==> src/rtl/vlsu_pkg.sv <==
package vlsu_pkg;
  localparam int FIELD_W = 12;
  localparam int IDX_W   = 5;
  localparam int IMM_W   = 5;

  typedef enum logic [1:0] {
    MODE_GLOBAL,
    MODE_REUSE,
    MODE_SET_IMM,
    MODE_SET_KEEP
  } vl_mode_e;

  typedef struct packed {
    vl_mode_e          mode;
    logic [IDX_W-1:0]  rd_idx;
    logic [IMM_W-1:0]  imm;
  } vl_dec_t;
endpackage

==> src/rtl/vlsu_field_dec.sv <==
module vlsu_field_dec
  import vlsu_pkg::*;
(
  input  logic [FIELD_W-1:0] field_i,
  output vl_dec_t            dec_o
);
  always_comb begin
    dec_o.rd_idx = field_i[10:6];
    dec_o.imm    = field_i[5:1];
    if (field_i == '0)      dec_o.mode = MODE_GLOBAL;
    else if (!field_i[11])  dec_o.mode = MODE_REUSE;
    else if (field_i[0])    dec_o.mode = MODE_SET_IMM;
    else                    dec_o.mode = MODE_SET_KEEP;
  end
endmodule

==> src/rtl/vlsu_len_calc.sv <==
module vlsu_len_calc
  import vlsu_pkg::*;
#(
  parameter int DATA_W   = 32,
  parameter int VL_LIMIT = 24,
  parameter int VL_W     = 5
) (
  input  logic              clk_i,
  input  logic              rst_ni,
  input  logic              valid_i,
  input  vl_dec_t           dec_i,
  input  logic [IDX_W-1:0]  rs1_idx_i,
  input  logic [DATA_W-1:0] rs1_val_i,
  input  logic [VL_W-1:0]   cur_mvl_i,
  output logic [VL_W-1:0]   new_vl_o,
  output logic [VL_W-1:0]   new_mvl_o,
  output logic              accept_o,
  output logic              trap_o
);
  localparam int REQ_W = (VL_W > IMM_W) ? VL_W : IMM_W;

  logic [REQ_W-1:0]  req_max;
  logic [DATA_W-1:0] req_ext;
  logic [DATA_W-1:0] vl_ext;
  logic              is_set;

  assign is_set  = (dec_i.mode == MODE_SET_IMM) || (dec_i.mode == MODE_SET_KEEP);
  assign req_max = (dec_i.mode == MODE_SET_IMM) ? REQ_W'(dec_i.imm) : REQ_W'(cur_mvl_i);
  assign req_ext = DATA_W'(req_max);

  // only the immediate can exceed the limit; the stored MVL was checked on load
  assign trap_o   = valid_i && (dec_i.mode == MODE_SET_IMM) && (req_max > REQ_W'(VL_LIMIT));
  assign accept_o = valid_i && is_set && !trap_o;

  always_comb begin
    if (rs1_idx_i == '0)          vl_ext = req_ext;
    else if (rs1_val_i < req_ext) vl_ext = rs1_val_i;
    else                          vl_ext = req_ext;
  end

  assign new_vl_o  = VL_W'(vl_ext);
  assign new_mvl_o = VL_W'(req_max);


  x0_takes_max_chk: assert property (@(posedge clk_i) disable iff (!rst_ni)
    (accept_o && rs1_idx_i == '0) |-> (new_vl_o == new_mvl_o));

  vl_bounded_chk: assert property (@(posedge clk_i) disable iff (!rst_ni)
    (accept_o && rs1_idx_i != '0) |-> (DATA_W'(new_vl_o) <= rs1_val_i && new_vl_o <= new_mvl_o));

  trap_only_imm_chk: assert property (@(posedge clk_i) disable iff (!rst_ni)
    trap_o |-> (valid_i && dec_i.mode == MODE_SET_IMM && !accept_o));
endmodule

==> src/rtl/vlsu_ctx_regs.sv <==
module vlsu_ctx_regs #(
  parameter int VL_W   = 5,
  parameter int OFFS_W = 5
) (
  input  logic              clk_i,
  input  logic              rst_ni,
  input  logic              load_i,
  input  logic [VL_W-1:0]   vl_i,
  input  logic [VL_W-1:0]   mvl_i,
  input  logic              src_step_i,
  input  logic              dst_step_i,
  output logic [VL_W-1:0]   vl_o,
  output logic [VL_W-1:0]   mvl_o,
  output logic [OFFS_W-1:0] src_offs_o,
  output logic [OFFS_W-1:0] dst_offs_o
);
  logic [1:0]              step;
  logic [1:0][OFFS_W-1:0]  offs_q;

  assign step = {dst_step_i, src_step_i};

  always_ff @(posedge clk_i or negedge rst_ni) begin
    if (!rst_ni) begin
      vl_o  <= VL_W'(1);
      mvl_o <= VL_W'(1);
    end else if (load_i) begin
      vl_o  <= vl_i;
      mvl_o <= mvl_i;
    end
  end

  // index 0 = source, 1 = destination; load clears before step
  for (genvar g = 0; g < 2; g++) begin : g_offs
    always_ff @(posedge clk_i or negedge rst_ni) begin
      if (!rst_ni)      offs_q[g] <= '0;
      else if (load_i)  offs_q[g] <= '0;
      else if (step[g]) offs_q[g] <= offs_q[g] + OFFS_W'(1);
    end
  end

  assign src_offs_o = offs_q[0];
  assign dst_offs_o = offs_q[1];


  ctx_hold_chk: assert property (@(posedge clk_i) disable iff (!rst_ni)
    !load_i |=> ($stable(vl_o) && $stable(mvl_o)));

  offs_clear_chk: assert property (@(posedge clk_i) disable iff (!rst_ni)
    load_i |=> (src_offs_o == '0 && dst_offs_o == '0));

  src_adv_chk: assert property (@(posedge clk_i) disable iff (!rst_ni)
    (!load_i && src_step_i) |=> (src_offs_o == $past(src_offs_o) + OFFS_W'(1)));

  dst_idle_chk: assert property (@(posedge clk_i) disable iff (!rst_ni)
    (!load_i && !dst_step_i) |=> $stable(dst_offs_o));
endmodule

==> src/rtl/vl_setup_unit.sv <==
module vl_setup_unit
  import vlsu_pkg::*;
#(
  parameter int  DATA_W   = 32,
  parameter int  VL_LIMIT = 24,
  localparam int VL_W     = $clog2(VL_LIMIT + 1),
  localparam int OFFS_W   = VL_W
) (
  input  logic               clk_i,
  input  logic               rst_ni,
  input  logic               valid_i,
  input  logic [11:0]        vltype_i,
  input  logic [4:0]         rs1_idx_i,
  input  logic [DATA_W-1:0]  rs1_val_i,
  input  logic [VL_W-1:0]    glb_vl_i,
  input  logic [VL_W-1:0]    glb_mvl_i,
  input  logic               glb_set_i,
  input  logic               src_step_i,
  input  logic               dst_step_i,
  output logic [VL_W-1:0]    eff_vl_o,
  output logic [VL_W-1:0]    eff_mvl_o,
  output logic               offs_local_o,
  output logic [OFFS_W-1:0]  src_offs_o,
  output logic [OFFS_W-1:0]  dst_offs_o,
  output logic               wr_en_o,
  output logic [4:0]         wr_idx_o,
  output logic [DATA_W-1:0]  wr_data_o,
  output logic               trap_o
);
  vl_dec_t         dec;
  logic [VL_W-1:0] new_vl, new_mvl, ctx_vl, ctx_mvl;
  logic            accept;

  vlsu_field_dec i_dec (
    .field_i (vltype_i),
    .dec_o   (dec)
  );

  vlsu_len_calc #(
    .DATA_W   (DATA_W),
    .VL_LIMIT (VL_LIMIT),
    .VL_W     (VL_W)
  ) i_calc (
    .clk_i     (clk_i),
    .rst_ni    (rst_ni),
    .valid_i   (valid_i),
    .dec_i     (dec),
    .rs1_idx_i (rs1_idx_i),
    .rs1_val_i (rs1_val_i),
    .cur_mvl_i (ctx_mvl),
    .new_vl_o  (new_vl),
    .new_mvl_o (new_mvl),
    .accept_o  (accept),
    .trap_o    (trap_o)
  );

  vlsu_ctx_regs #(
    .VL_W   (VL_W),
    .OFFS_W (OFFS_W)
  ) i_ctx (
    .clk_i      (clk_i),
    .rst_ni     (rst_ni),
    .load_i     (accept),
    .vl_i       (new_vl),
    .mvl_i      (new_mvl),
    .src_step_i (src_step_i),
    .dst_step_i (dst_step_i),
    .vl_o       (ctx_vl),
    .mvl_o      (ctx_mvl),
    .src_offs_o (src_offs_o),
    .dst_offs_o (dst_offs_o)
  );

  always_comb begin
    if (dec.mode == MODE_GLOBAL) begin
      eff_vl_o  = glb_set_i ? glb_vl_i  : VL_W'(1);
      eff_mvl_o = glb_set_i ? glb_mvl_i : VL_W'(1);
    end else if (accept) begin
      eff_vl_o  = new_vl;
      eff_mvl_o = new_mvl;
    end else begin
      eff_vl_o  = ctx_vl;
      eff_mvl_o = ctx_mvl;
    end
  end

  assign offs_local_o = (dec.mode != MODE_GLOBAL);
  assign wr_en_o      = accept && (dec.rd_idx != '0);
  assign wr_idx_o     = dec.rd_idx;
  assign wr_data_o    = DATA_W'(new_vl);


  offs_sel_chk: assert property (@(posedge clk_i) disable iff (!rst_ni)
    offs_local_o == (vltype_i != '0));

  trap_no_write_chk: assert property (@(posedge clk_i) disable iff (!rst_ni)
    trap_o |-> !wr_en_o);

  write_idx_chk: assert property (@(posedge clk_i) disable iff (!rst_ni)
    wr_en_o |-> (valid_i && vltype_i[11] && wr_idx_o != '0 && wr_data_o == DATA_W'(eff_vl_o)));

  scalar_chk: assert property (@(posedge clk_i) disable iff (!rst_ni)
    (vltype_i == '0 && !glb_set_i) |-> (eff_vl_o == VL_W'(1) && eff_mvl_o == VL_W'(1)));
endmodule

==> config.mk <==
export PLATFORM = sky130hd
export DESIGN_NAME = vl_setup_unit
export DESIGN_NICKNAME = d
export VERILOG_FILES = /design/src/rtl/vlsu_pkg.sv /design/src/rtl/vlsu_field_dec.sv /design/src/rtl/vlsu_len_calc.sv /design/src/rtl/vlsu_ctx_regs.sv /design/src/rtl/vl_setup_unit.sv
export SDC_FILE = /design/constraint.sdc
export NUM_CORES = 1
export LEC_CHECK = 0
export BUFFER_PORTS_ARGS = -buffer_cell sky130_fd_sc_hd__buf_4
export CORE_MARGIN = 2
export CORE_UTILIZATION = 43
export DETAILED_ROUTE_END_ITERATION = 6
export PLACE_DENSITY_LB_ADDON = 0.12
export SETUP_SLACK_MARGIN = 0.4
export SLEW_MARGIN = 10
export SYNTH_ARGS = -nofsm -noshare
export SYNTH_HDL_FRONTEND = slang
export SYNTH_SLANG_ARGS = --single-unit
==> constraint.sdc <==
create_clock -name clk_i -period 5.4 [get_ports clk_i]
set_clock_uncertainty 0.1 [all_clocks]
set_input_delay 0.27 -clock clk_i [delete_from_list [all_inputs] [get_ports clk_i]]
set_output_delay 0.27 -clock clk_i [all_outputs]
set_load 0.02 [all_outputs]
==> results.md, run 1 <==
* Max-slew headroom at 59.9%
* Mapped Cells at 188
* Setup Viol. Count Final at 0
* Vias in the first global route at 1605
* CP Buf/Inv Count at 2
* Post-synth ARST share at 100%
* Max-Cap Viols at 0
* First-pass DRT Iterations at 4
* Unrepaired setup endpoints after global routing: false
* Status: finished clean
* Yosys Warn Count at 0
* DP HPWL at 3380 um
* Max Slew Vio Count at 0
* Dominant cell type by area after synthesis: dfrtp_1
* Most frequent CP cell: buf_4
* N_diodes at 0
* Fin Setup TNS at 0 ns
* CTS Buffer Depth at 2
* Synth Area in Simple Gates at 19.8%
* Final WL at 4070 um
* Crit-path slowest cell: or4_1
* Post-route DRC at 0
* Routed len/inst at 12.5 um
* Number of synthesized register bits at 20
* Total GRT Usage at 20.5%
* Clock-pin slew on the worst setup and hold paths at 0.08 ns
* Crit path cell chain: buf_4 > nand2_1 > mux2i_1 > ha_1 > a21oi_1 > o32ai_1 > or4_1 > o21a_1 > o31ai_1 > buf_4
* Initial core utilization at 44.2%
* Leak at 1.22 nW
* # IOs at 125
* Clock root cell: clkbuf_8
* Final Hold Vio Count at 0
* Crit path from: vltype_i[11]
* Vias per cell at 4.95
* Post CTS Setup Buffer Count at 0
* Worst slew pin tran at 0.594 ns
* F_max at 312 MHz
* Adder-cell share of the synthesized area at 4.67%
* Layout overhead on the synthesized area at 44.2%
* Remaining antenna violation count at 0
* Power per cell area at 312 mW/mm^2
* Post-layout min period at 3.20 ns
* CTS Buf Count at 3
* Skew-Pair Late Insertion Delay at 0.26 ns
* Mean Syn Cell Area at 8.55 um^2
* Seq/Total Area, Yosys at 31.3%
* Largest net degree at the start of global routing at 25
* Crit path max fanout at 8
* Die extent in x at 65.1 um
* CTS resizes at 0
* Largest family of logic cells by synthesized area: simple AND/OR/NAND/NOR gates
* CP required at 5.03 ns
* Initial antenna violation count at 0
* Vias at 1618
* VDD IR max at 0.000129 V
* Post-Synthesis Cell Area at 0.00161 mm^2
* Share of post-route cells with drive strength above 1 at 38.4%
* Row cnt at 22
* Data arrival time of the worst path at 2.83 ns
* Critical path's largest stage delay at 0.62 ns
* Crit end category: output pin
* EDFF count, synth at 0
* PortBufs at 97
* Nets at 351
* Synth Area in Compound Gates at 17.1%
* CTS tree: yes
* Core area at 0.00363 mm^2
* Fin cells at 327
* Layout fillers at 350
* Fin util at 63.8%
* Die Ht at 65.1 um
* Most used DFF post-synth: dfrtp_1
* Routability Congestion at 0.778
* Synth cell types at 37
* DP Cell Count at 322
* Initial DRC count at 53
* Family with the most delay on the worst path: simple AND/OR/NAND/NOR gates
* Hold WC Path Type: in -> reg
* Min-Delay Startpoint: src_step_i
* Critical Path Start Type: input pin
* Reg-to-reg startpoint: i_ctx.mvl_o[3]
* CTS H-tree depth at 1
* GRT Residual Overflow at 0
* CTS Sinks at 20
* Post-synth top area share at 28.0%
* Crit Path Class: in -> out
* Xor-xnor portion of the synthesized cell area at 4.36%
* Global-route wire length before repair at 6870 um
* Multiplexer share of the synthesized area at 5.14%
* Final period utilization at 59.3%
* Synth top area cells: dfrtp_1 28%, buf_4 15%, ha_1 4.7%, nor2_1 4.4%, mux2i_1 3.7%
* Die area at 0.00424 mm^2
-- cells in the mapped netlist, types with 5 or more instances --
cell and n:
buf_4 32, nor2_1 19, dfrtp_1 18, nand2_1 14, nor4_1 8, o31ai_1 8
a21oi_1 7, ha_1 6, mux2i_1 6, nor3_1 6, o21ai_0 6, xor2_1 6
a21o_1 5
-- metal layers --
metal  track usage, %  vias to the layer above  part of all wire [%]
li1                 -                      804                     -
met1             24.2                      731                    42
met2             39.0                       81                    51
met3             2.05                        2                   7.4
met4             5.73                        0                  0.39
met5                0                        -                     0
-- placed cells by master, fill, tap and decap left out, drive strengths merged, types with 3 or more instances in the layout --
cell type and count:
o21a 4, o21ai 6, a21o 5, o31ai 8
inv 4, nor3 6, buf 98, dfrtp 18
nor2 19, ha 6, nor4 9, nand4 4
a21oi 7, and3 4, clkbuf 3, xor2 6
nand2 14, mux2i 6, a32oi 4, conb 27
-- logic make-up (layout without fill, tap and decap cells) --
family / after synthesis / in the layout
other cells: 1 / 27
compound gates: 40 / 40
xor+xnor: 8 / 8
mux: 8 / 8
fa+ha+maj: 6 / 6
simple gates: 63 / 63
flops: 20 / 20
buf+inv: 42 / 107
-- per-stage QoR --
step                area, um^2  hold WS [ns]  worst slack [ns]  total power [mW]
floorplan                 1700        -0.126              2.41             0.439
global placement          2240        0.0695              2.22             0.571
detailed placement        2240        0.0701              2.17             0.576
CTS                       2320         0.192              2.17             0.727
global route              2320         0.209              1.94             0.774
finish                    2320         0.190              2.20             0.722
-- worst register-to-register path: cells and delay by family, from the launching register on --
family,cells,cell delay [ns]
AND/OR/NAND/NOR,1,0.62
flip-flops,1,0.39
adder cells (fa/ha/maj),1,0.29
AO/OA/AOI/OAI,4,0.78
multiplexers,1,0.25
-- flip-flops by register name, summed over array words and instances, names as in the netlist --
signal	flops
i_ctx.vl_o	5
i_ctx.src_offs_o	5
i_ctx.mvl_o	5
i_ctx.dst_offs_o	5
-- power breakdown --
| group | internal, mW | switching, mW |
|---|---|---|
| registers | 0.194 | 0.0332 |
| logic | 0.156 | 0.188 |
| clock network | 0.0990 | 0.0521 |
-- timing repair --
item	4_1_cts	5_1_grt
hold buffers	1	0
endpoints found under the hold margin	18	0
setup endpoints to repair	0	0
-- layout make-up --
type	count	area (um^2)	share of cell area, %
clock inverter	1	30.0	1.30
inverter	4	15.0	0.648
multi-input combinational	152	922	39.8
clock buffer	3	41.3	1.78
tap	48	60.1	2.59
timing repair buffer	99	746	32.2
sequential	20	503	21.7
-- final timing paths --
kind                                        to  slack (ns)  depth (start not counted)
max                                eff_vl_o[1]        2.20                         10
min                        i_ctx.src_offs_o[0]        0.19                          3
max reg2reg                      i_ctx.vl_o[4]        2.88                          7
min reg2reg                      i_ctx.vl_o[3]        0.39                          2
max in group asynchronous        i_ctx.vl_o[0]        4.60                          2
min in group asynchronous        i_ctx.vl_o[2]        0.33                          2
No activity file was read; power rests on OpenSTA's default activity.
==> run 2: changes to the inputs <==
CORE_UTILIZATION = 40   (was 43)
clock period = 3.1 ns   (was 5.4 ns; I/O delays follow)
==> results.md, run 2 (synthesis gave the netlist of run 1 again) <==
* Status: finished clean (unchanged)
* CP Buf/Inv Count at 1 (was 2)
* Layout overhead on the synthesized area at 53.6% (was 44.2%)
* Die Ht at 67.4 um (was 65.1 um)
* Crit-path slowest cell: or4_4 (was or4_1)
* Routability Congestion at 0.772 (was 0.778)
* Share of post-route cells with drive strength above 1 at 46.2% (was 38.4%)
* First-pass DRT Iterations at 4 (unchanged)
* Max Slew Vio Count at 0 (unchanged)
* Nets at 362 (was 351)
* PortBufs at 97 (unchanged)
* Clk pwr share at 15.8% (was 20.9%)
* Hold EP: i_ctx.src_offs_o[0] (unchanged)
* Core area at 0.00394 mm^2 (was 0.00363 mm^2)
* Seq pwr share at 31.4% (was 31.5%)
* Skew-Pair Late Insertion Delay at 0.26 ns (about the same)
* Row cnt at 23 (was 22)
* CP required at 2.84 ns (was 5.03 ns)
* Critical path's largest stage delay at 0.50 ns (was 0.62 ns)
* Data arrival time of the worst path at 2.55 ns (was 2.83 ns)
* CTS tree: yes (unchanged)
* Largest net degree at the start of global routing at 25 (unchanged)
* Vias in the first global route at 1538 (was 1605)
* Layout fillers at 384 (was 350)
* Crit end category: output pin (unchanged)
* DP HPWL at 3650 um (was 3380 um)
* Crit path cell chain: mux2i_2 > ha_1 > a21oi_2 > o32ai_2 > or4_4 > o21a_1 > o31ai_2 > buf_4 (was buf_4 > nand2_1 > mux2i_1 > ha_1 > a21oi_1 > o32ai_1 > or4_1 > o21a_1 > o31ai_1 > buf_4)
* Max-Cap Viols at 0 (unchanged)
* CTS Buf Count at 3 (unchanged)
* Final period utilization at 90.3%
* Critical Path Start Type: flop (was input pin)
* N_diodes at 0 (unchanged)
* CTS Sinks at 20 (unchanged)
* Hold WC Path Type: in -> reg (unchanged)
* Vias at 1709 (was 1618)
* Remaining antenna violation count at 0 (unchanged)
* Fin util at 62.6% (was 63.8%)
* Die area at 0.00454 mm^2 (was 0.00424 mm^2)
* Cell Int Power at 766 uW (was 449 uW)
* Terminus of the critical flop-to-flop path: i_ctx.vl_o[3] (was i_ctx.vl_o[4])
* Crit path from: i_ctx.mvl_o[3] (was vltype_i[11])
* Post-route DRC at 0 (unchanged)
* Power share of the combinational group at 52.9% (was 47.6%)
* Final Hold Vio Count at 0 (unchanged)
* Routed len/inst at 13.5 um (was 12.5 um)
* Family with the most delay on the worst path: compound AO/OA/AOI/OAI gates (was simple AND/OR/NAND/NOR gates)
* Global-route wire length before repair at 6890 um (was 6870 um)
* Net Sw Frac at 39.7% (was 37.8%)
* Worst slew pin tran at 0.576 ns (was 0.594 ns)
* Crit path max fanout at 8 (unchanged)
* Initial antenna violation count at 0 (unchanged)
* Clock-pin slew on the worst setup and hold paths at 0.07 ns (was 0.08 ns)
* Post-layout min period at 2.80 ns
* Fin Setup TNS at 0 ns (unchanged)
* VDD IR max at 0.000266 V (was 0.000129 V)
* Commonest non-fill, non-tap cell in the layout: buf_4 (unchanged)
* Total design power at 1.27 mW (was 722 uW)
* Unrepaired setup endpoints after global routing: true (was false)
* Total GRT Usage at 20.1% (was 20.5%)
* Clock root cell: clkbuf_8 (unchanged)
* CTS Buffer Depth at 2 (unchanged)
* Sequential cell area at 503 um^2 (unchanged)
* Power per cell area at 515 mW/mm^2 (was 312 mW/mm^2)
* Area occupied by multi-input gates at 1000 um^2 (was 922 um^2)
* Worst R2R Setup Slack at 0.60 ns (was 2.88 ns)
* Net load switching power at 505 uW (was 273 uW)
* GRT Residual Overflow at 0 (unchanged)
* Initial core utilization at 40.7% (was 44.2%)
* Reg-to-reg startpoint: i_ctx.mvl_o[3] (unchanged)
* Hold depth at 3 (unchanged)
* Max-slew headroom at 61.1% (was 59.9%)
* F_max at 357 MHz
* Most frequent cells in the layout: 108 x buf_4, 27 x conb_1, 18 x nor2_1, 18 x dfrtp_1, 14 x nand2_1 (was 98 x buf_4, 27 x conb_1, 19 x nor2_1)
* # IOs at 125 (unchanged)
* Final WL at 4590 um (was 4070 um)
* Crit Path Class: reg -> out (was in -> out)
* CTS H-tree depth at 1 (unchanged)
* Setup Viol. Count Final at 0 (unchanged)
* Initial DRC count at 56 (was 53)
* Die extent in x at 67.4 um (was 65.1 um)
* Min-Delay Startpoint: src_step_i (unchanged)
* Vias per cell at 5.03 (was 4.95)
* Leak at 1.27 nW (was 1.22 nW)
* FF-to-FF path depth at 8 (was 7)
-- run 2: cell types whose count changed in the layout (fill, tap and decap cells not counted), sizes merged --
cell / before / now
buf: 98 / 109
bufinv: 1 / 0
clkbuf: 3 / 4
-- run 2: power by group through the flow --
stage	clock network, mW	registers (mW)	logic [mW]
after floorplan	0	0.436	0.337
after global placement	0	0.399	0.622
after detailed placement	0	0.402	0.628
after CTS	0.207	0.398	0.660
after global routing	0.213	0.409	0.735
final	0.200	0.399	0.672
-- run 2: cell type report --
cell class              instances  area share (%)
clock buffers                   4            2.23
inverters                       4           0.609
multi-input cells             152            40.5
flip-flops and latches         20            20.4
well taps                      50            2.54
repair buffers                110            33.7
-- run 2: through the flow --
step / area [um^2] / hold slack (ns) / cells / worst slack [ns]
finish: 2470 / 0.0820 / 340 / 0.300
global route: 2470 / 0.117 / 340 / 0.206
CTS: 2430 / 0.0827 / 339 / 0.381
detailed placement: 2290 / -0.0480 / 328 / 0.177
global placement: 2290 / -0.0467 / 328 / 0.248
floorplan: 1720 / -0.241 / 214 / 0.488
-- run 2: worst register-to-register path: stages (launching register included) --
cell and delay [ns]:
dfrtp_1 0.40, mux2i_2 0.22, ha_1 0.30, a21oi_2 0.18
o32ai_2 0.10, or4_4 0.50, o21a_1 0.23, buf_4 0.14
o31ai_1 0.25
-- run 2: what timing repair did --
action / in CTS / in global routing
pin swaps: 11 / 2
setup buffers: 6 / 1
gates resized for setup: 7 / 6
hold buffers: 1 / 0
gates cloned: 0 / 0
hold endpoints to repair: 20 / 0
endpoints found under the setup margin: 8 / 10
-- run 2: worst max path at each step --
stage / end / cells after the start
6_report: eff_vl_o[3] / 8
5_1_grt: eff_vl_o[3] / 8
4_1_cts: eff_vl_o[3] / 8
3_5_place_dp: eff_vl_o[3] / 10
3_3_place_gp: eff_vl_o[2] / 10
2_1_floorplan: eff_vl_o[1] / 9
-- run 2: metal layers --
| metal | track usage (%) | vias to the layer above | part of all wire, % |
|---|---|---|---|
| met3 | 3.33 | 6 | 7.1 |
| li1 | - | 829 | - |
| met2 | 35.3 | 86 | 50 |
| met4 | 6.38 | 0 | 1.2 |
| met1 | 24.9 | 788 | 41 |
| met5 | 0 | - | 0 |
==> run 3: changes to the inputs <==
CORE_UTILIZATION = 42   (was 40)
SYNTH_HIERARCHICAL = 1   (was default)
clock period = 2.8 ns   (was 3.1 ns; I/O delays follow)
==> results.md, run 3 <==
* Post-synth ARST share at 100% (unchanged)
* Worst slew pin tran at 0.663 ns (was 0.576 ns)
* CTS tree: yes (unchanged)
* Power share of the combinational group at 64.2% (was 52.9%)
* First-pass DRT Iterations at 4 (unchanged)
* Total GRT Usage at 19.7% (was 20.1%)
* Area occupied by multi-input gates at 0.00126 mm^2 (was 1000 um^2)
* Post-Synthesis Cell Area at 0.00182 mm^2 (was 0.00161 mm^2)
* Most used DFF post-synth: dfrtp_1 (unchanged)
* Skew-Pair Late Insertion Delay at 0.26 ns (about the same)
* N_diodes at 0 (unchanged)
* Most frequent cells in the layout: 111 x buf_4, 27 x conb_1, 21 x buf_6 (was 108 x buf_4, 27 x conb_1, 18 x nor2_1, 18 x dfrtp_1, 14 x nand2_1)
* CTS Buf Count at 3 (unchanged)
* Core area at 0.00409 mm^2 (was 0.00394 mm^2)
* Commonest non-fill, non-tap cell in the layout: buf_4 (unchanged)
* CTS Buffer Depth at 2 (unchanged)
* PortBufs at 97 (unchanged)
* Final period utilization at 115%
* Remaining antenna violation count at 0 (unchanged)
* Dominant cell type by area after synthesis: dfrtp_1 (unchanged)
* Vias in the first global route at 1697 (was 1538)
* F_max at 311 MHz
* Mean Syn Cell Area at 9.48 um^2 (was 8.55 um^2)
* GRT Residual Overflow at 0 (unchanged)
* Share of post-route cells with drive strength above 1 at 63.1% (was 46.2%)
* DP Cell Count at 345 (was 328)
* Initial core utilization at 44.5% (was 40.7%)
* Global-route wire length before repair at 7900 um (was 6890 um)
* Fin cells at 359 (was 340)
* Initial antenna violation count at 0 (unchanged)
* DP HPWL at 3820 um (was 3650 um)
* Crit end category: output pin (unchanged)
* Data arrival time of the worst path at 2.98 ns (was 2.55 ns)
* CP required at 2.56 ns (was 2.84 ns)
* Nets at 381 (was 362)
* CTS Sinks at 20 (unchanged)
* Total design power at 2.22 mW (was 1.27 mW)
* Net load switching power at 835 uW (was 505 uW)
* Largest net degree at the start of global routing at 21 (was 25)
* Die Ht at 69.8 um (was 67.4 um)
* Final Hold Vio Count at 0 (unchanged)
* Crit Path Class: in -> out (was reg -> out)
* Failing checks: setup timing
* Most common cell in the netlist: buf_4 (unchanged)
* Sequential cell area at 503 um^2 (unchanged)
* Reg-to-reg startpoint: i_ctx/mvl_o[1] (was i_ctx.mvl_o[3])
* Number of synthesized register bits at 20 (unchanged)
* Hold WS at 0.0619 ns (was 0.0820 ns)
* VDD IR max at 0.000361 V (was 0.000266 V)
* Unrepaired setup endpoints after global routing: true (unchanged)
* Leak at 1.48 nW (was 1.27 nW)
* Vias at 1751 (was 1709)
* Fin Setup TNS at -3.41 ns (was 0 ns)
* EDFF count, synth at 0 (unchanged)
* Initial DRC count at 29 (was 56)
* Critical Path Start Type: input pin (was flop)
* Max Slew Vio Count at 0 (unchanged)
* Power per cell area at 737 mW/mm^2 (was 515 mW/mm^2)
* Clk pwr share at 13.2% (was 15.8%)
* Status: finished with violations (was finished clean)
* Layout fillers at 303 (was 384)
* Final WL at 5180 um (was 4590 um)
* Hold WC Path Type: in -> reg (unchanged)
* Setup Viol. Count Final at 15 (was 0)
* Mapped Cells at 192 (was 188)
* Seq/Total Area, Yosys at 27.6% (was 31.3%)
* Synth top area cells: dfrtp_1 25%, buf_4 16%, mux2_2 14%, mux2i_1 6.6%, ha_1 4.1% (was dfrtp_1 28%, buf_4 15%, ha_1 4.7%, nor2_1 4.4%, mux2i_1 3.7%)
* Yosys Warn Count at 6 (was 0)
* Net Sw Frac at 37.5% (was 39.7%)
* Max-Cap Viols at 0 (unchanged)
* Clock root cell: clkbuf_8 (unchanged)
* Post-layout min period at 3.22 ns
* CTS H-tree depth at 1 (unchanged)
* Seq pwr share at 22.6% (was 31.4%)
* Max-slew headroom at 55.7% (was 61.1%)
* Die area at 0.00488 mm^2 (was 0.00454 mm^2)
* Routability Congestion at 0.809 (was 0.772)
* Clock-pin slew on the worst setup and hold paths at 0.08 ns (was 0.07 ns)
* # IOs at 125 (unchanged)
* Die extent in x at 69.8 um (was 67.4 um)
* Synth cell types at 33 (was 37)
* Crit path from: vltype_i[0] (was i_ctx.mvl_o[3])
* Post-synth top cells: 40 x buf_4, 23 x mux2_2, 18 x dfrtp_1 (was 32 x buf_4, 19 x nor2_1, 18 x dfrtp_1)
* Routed len/inst at 14.4 um (was 13.5 um)
* Final WS setup at -0.420 ns (was 0.300 ns)
* Min-Delay Startpoint: src_step_i (unchanged)
* Cell Int Power at 1.39 mW (was 766 uW)
* Vias per cell at 4.88 (was 5.03)
* Row cnt at 23 (unchanged)
* Post-synth top area share at 24.7% (was 28.0%)
* Crit path max fanout at 5 (was 8)
* Post-route DRC at 0 (unchanged)
* Layout overhead on the synthesized area at 65.8% (was 53.6%)
-- run 3: cell count changes after synthesis, sizes merged, moves of 8 or more --
cell    delta
mux2      +22
nand2     -13
buf       +10
a211oi     +8
nor2       -8
o31ai      -8
-- run 3: logic make-up after synthesis --
group / share of synthesized area, %
compound gates: 11.3
xor+xnor: 0.962
fa+ha+maj: 4.12
buf+inv: 20.1
flops: 27.6
mux: 21.6
other cells: 0.206
simple gates: 14.0
-- run 3: stage by stage --
| step | setup slack (ns) | util [%] | instance area (um^2) |
|---|---|---|---|
| global route | -0.459 | 73.9 | 3020 |
| detailed placement | -0.515 | 65.6 | 2680 |
| CTS | -0.296 | 70.6 | 2880 |
| floorplan | -0.0663 | - | 2030 |
| global placement | -0.474 | 65.6 | 2680 |
| finish | -0.420 | 73.9 | 3020 |
-- run 3: repair_timing --
item / in CTS / in global routing
hold buffers: 1 / 0
setup endpoints to repair: 25 / 21
setup buffers: 2 / 6
hold endpoints to repair: 20 / 0
pin swaps: 4 / 7
gates resized for setup: 24 / 18
cloned: 1 / 0
-- run 3: area by class of cell --
| type | instances | area share [%] |
|---|---|---|
| Multi-Input combinational cell | 146 | 41.8 |
| Inverter | 5 | 0.622 |
| Clock inverter | 1 | 0.995 |
| Tap cell | 50 | 2.07 |
| Clock buffer | 3 | 1.37 |
| Timing Repair Buffer | 134 | 36.4 |
| Sequential cell | 20 | 16.7 |
-- run 3: power groups by stage --
stage	clock network, mW	logic (mW)	registers, mW
after CTS	0.295	1.30	0.494
after global routing	0.311	1.52	0.517
final	0.294	1.43	0.503
after global placement	0	1.18	0.491
after detailed placement	0	1.19	0.496
after floorplan	0	0.695	0.516
-- run 3: path summary, 6_finish.rpt --
kind / cells after the start / slack [ns] / to
min in group asynchronous: 2 / 0.19 / i_ctx/src_offs_o[0]
setup / recovery: 15 / -0.42 / eff_vl_o[2]
setup reg to reg: 11 / 0.20 / i_ctx/vl_o[2]
hold / removal: 3 / 0.06 / i_ctx/src_offs_o[0]
hold reg to reg: 1 / 0.44 / i_ctx/mvl_o[2]
max in group asynchronous: 2 / 2.13 / i_ctx/mvl_o[0]
-- run 3: metal layers --
layer	up-vias	GRT usage [%]	wire length, um
li1	863	-	-
met1	796	25.9	2180
met2	87	33.7	2570
met3	5	3.34	384
met4	0	4.49	42
met5	-	0	0
-- run 3: worst max-delay path, stage by stage --
cell	delay (ns)
buf_6	0.10
nor4_4	0.28
a32oi_2	0.18
nor2b_4	0.22
mux2_4	0.33
inv_2	0.07
ha_4	0.19
a211o_1	0.26
a21oi_2	0.10
o21a_1	0.17
o21ai_4	0.11
mux2_4	0.32
mux2i_1	0.24
a21oi_2	0.10
buf_4	0.17
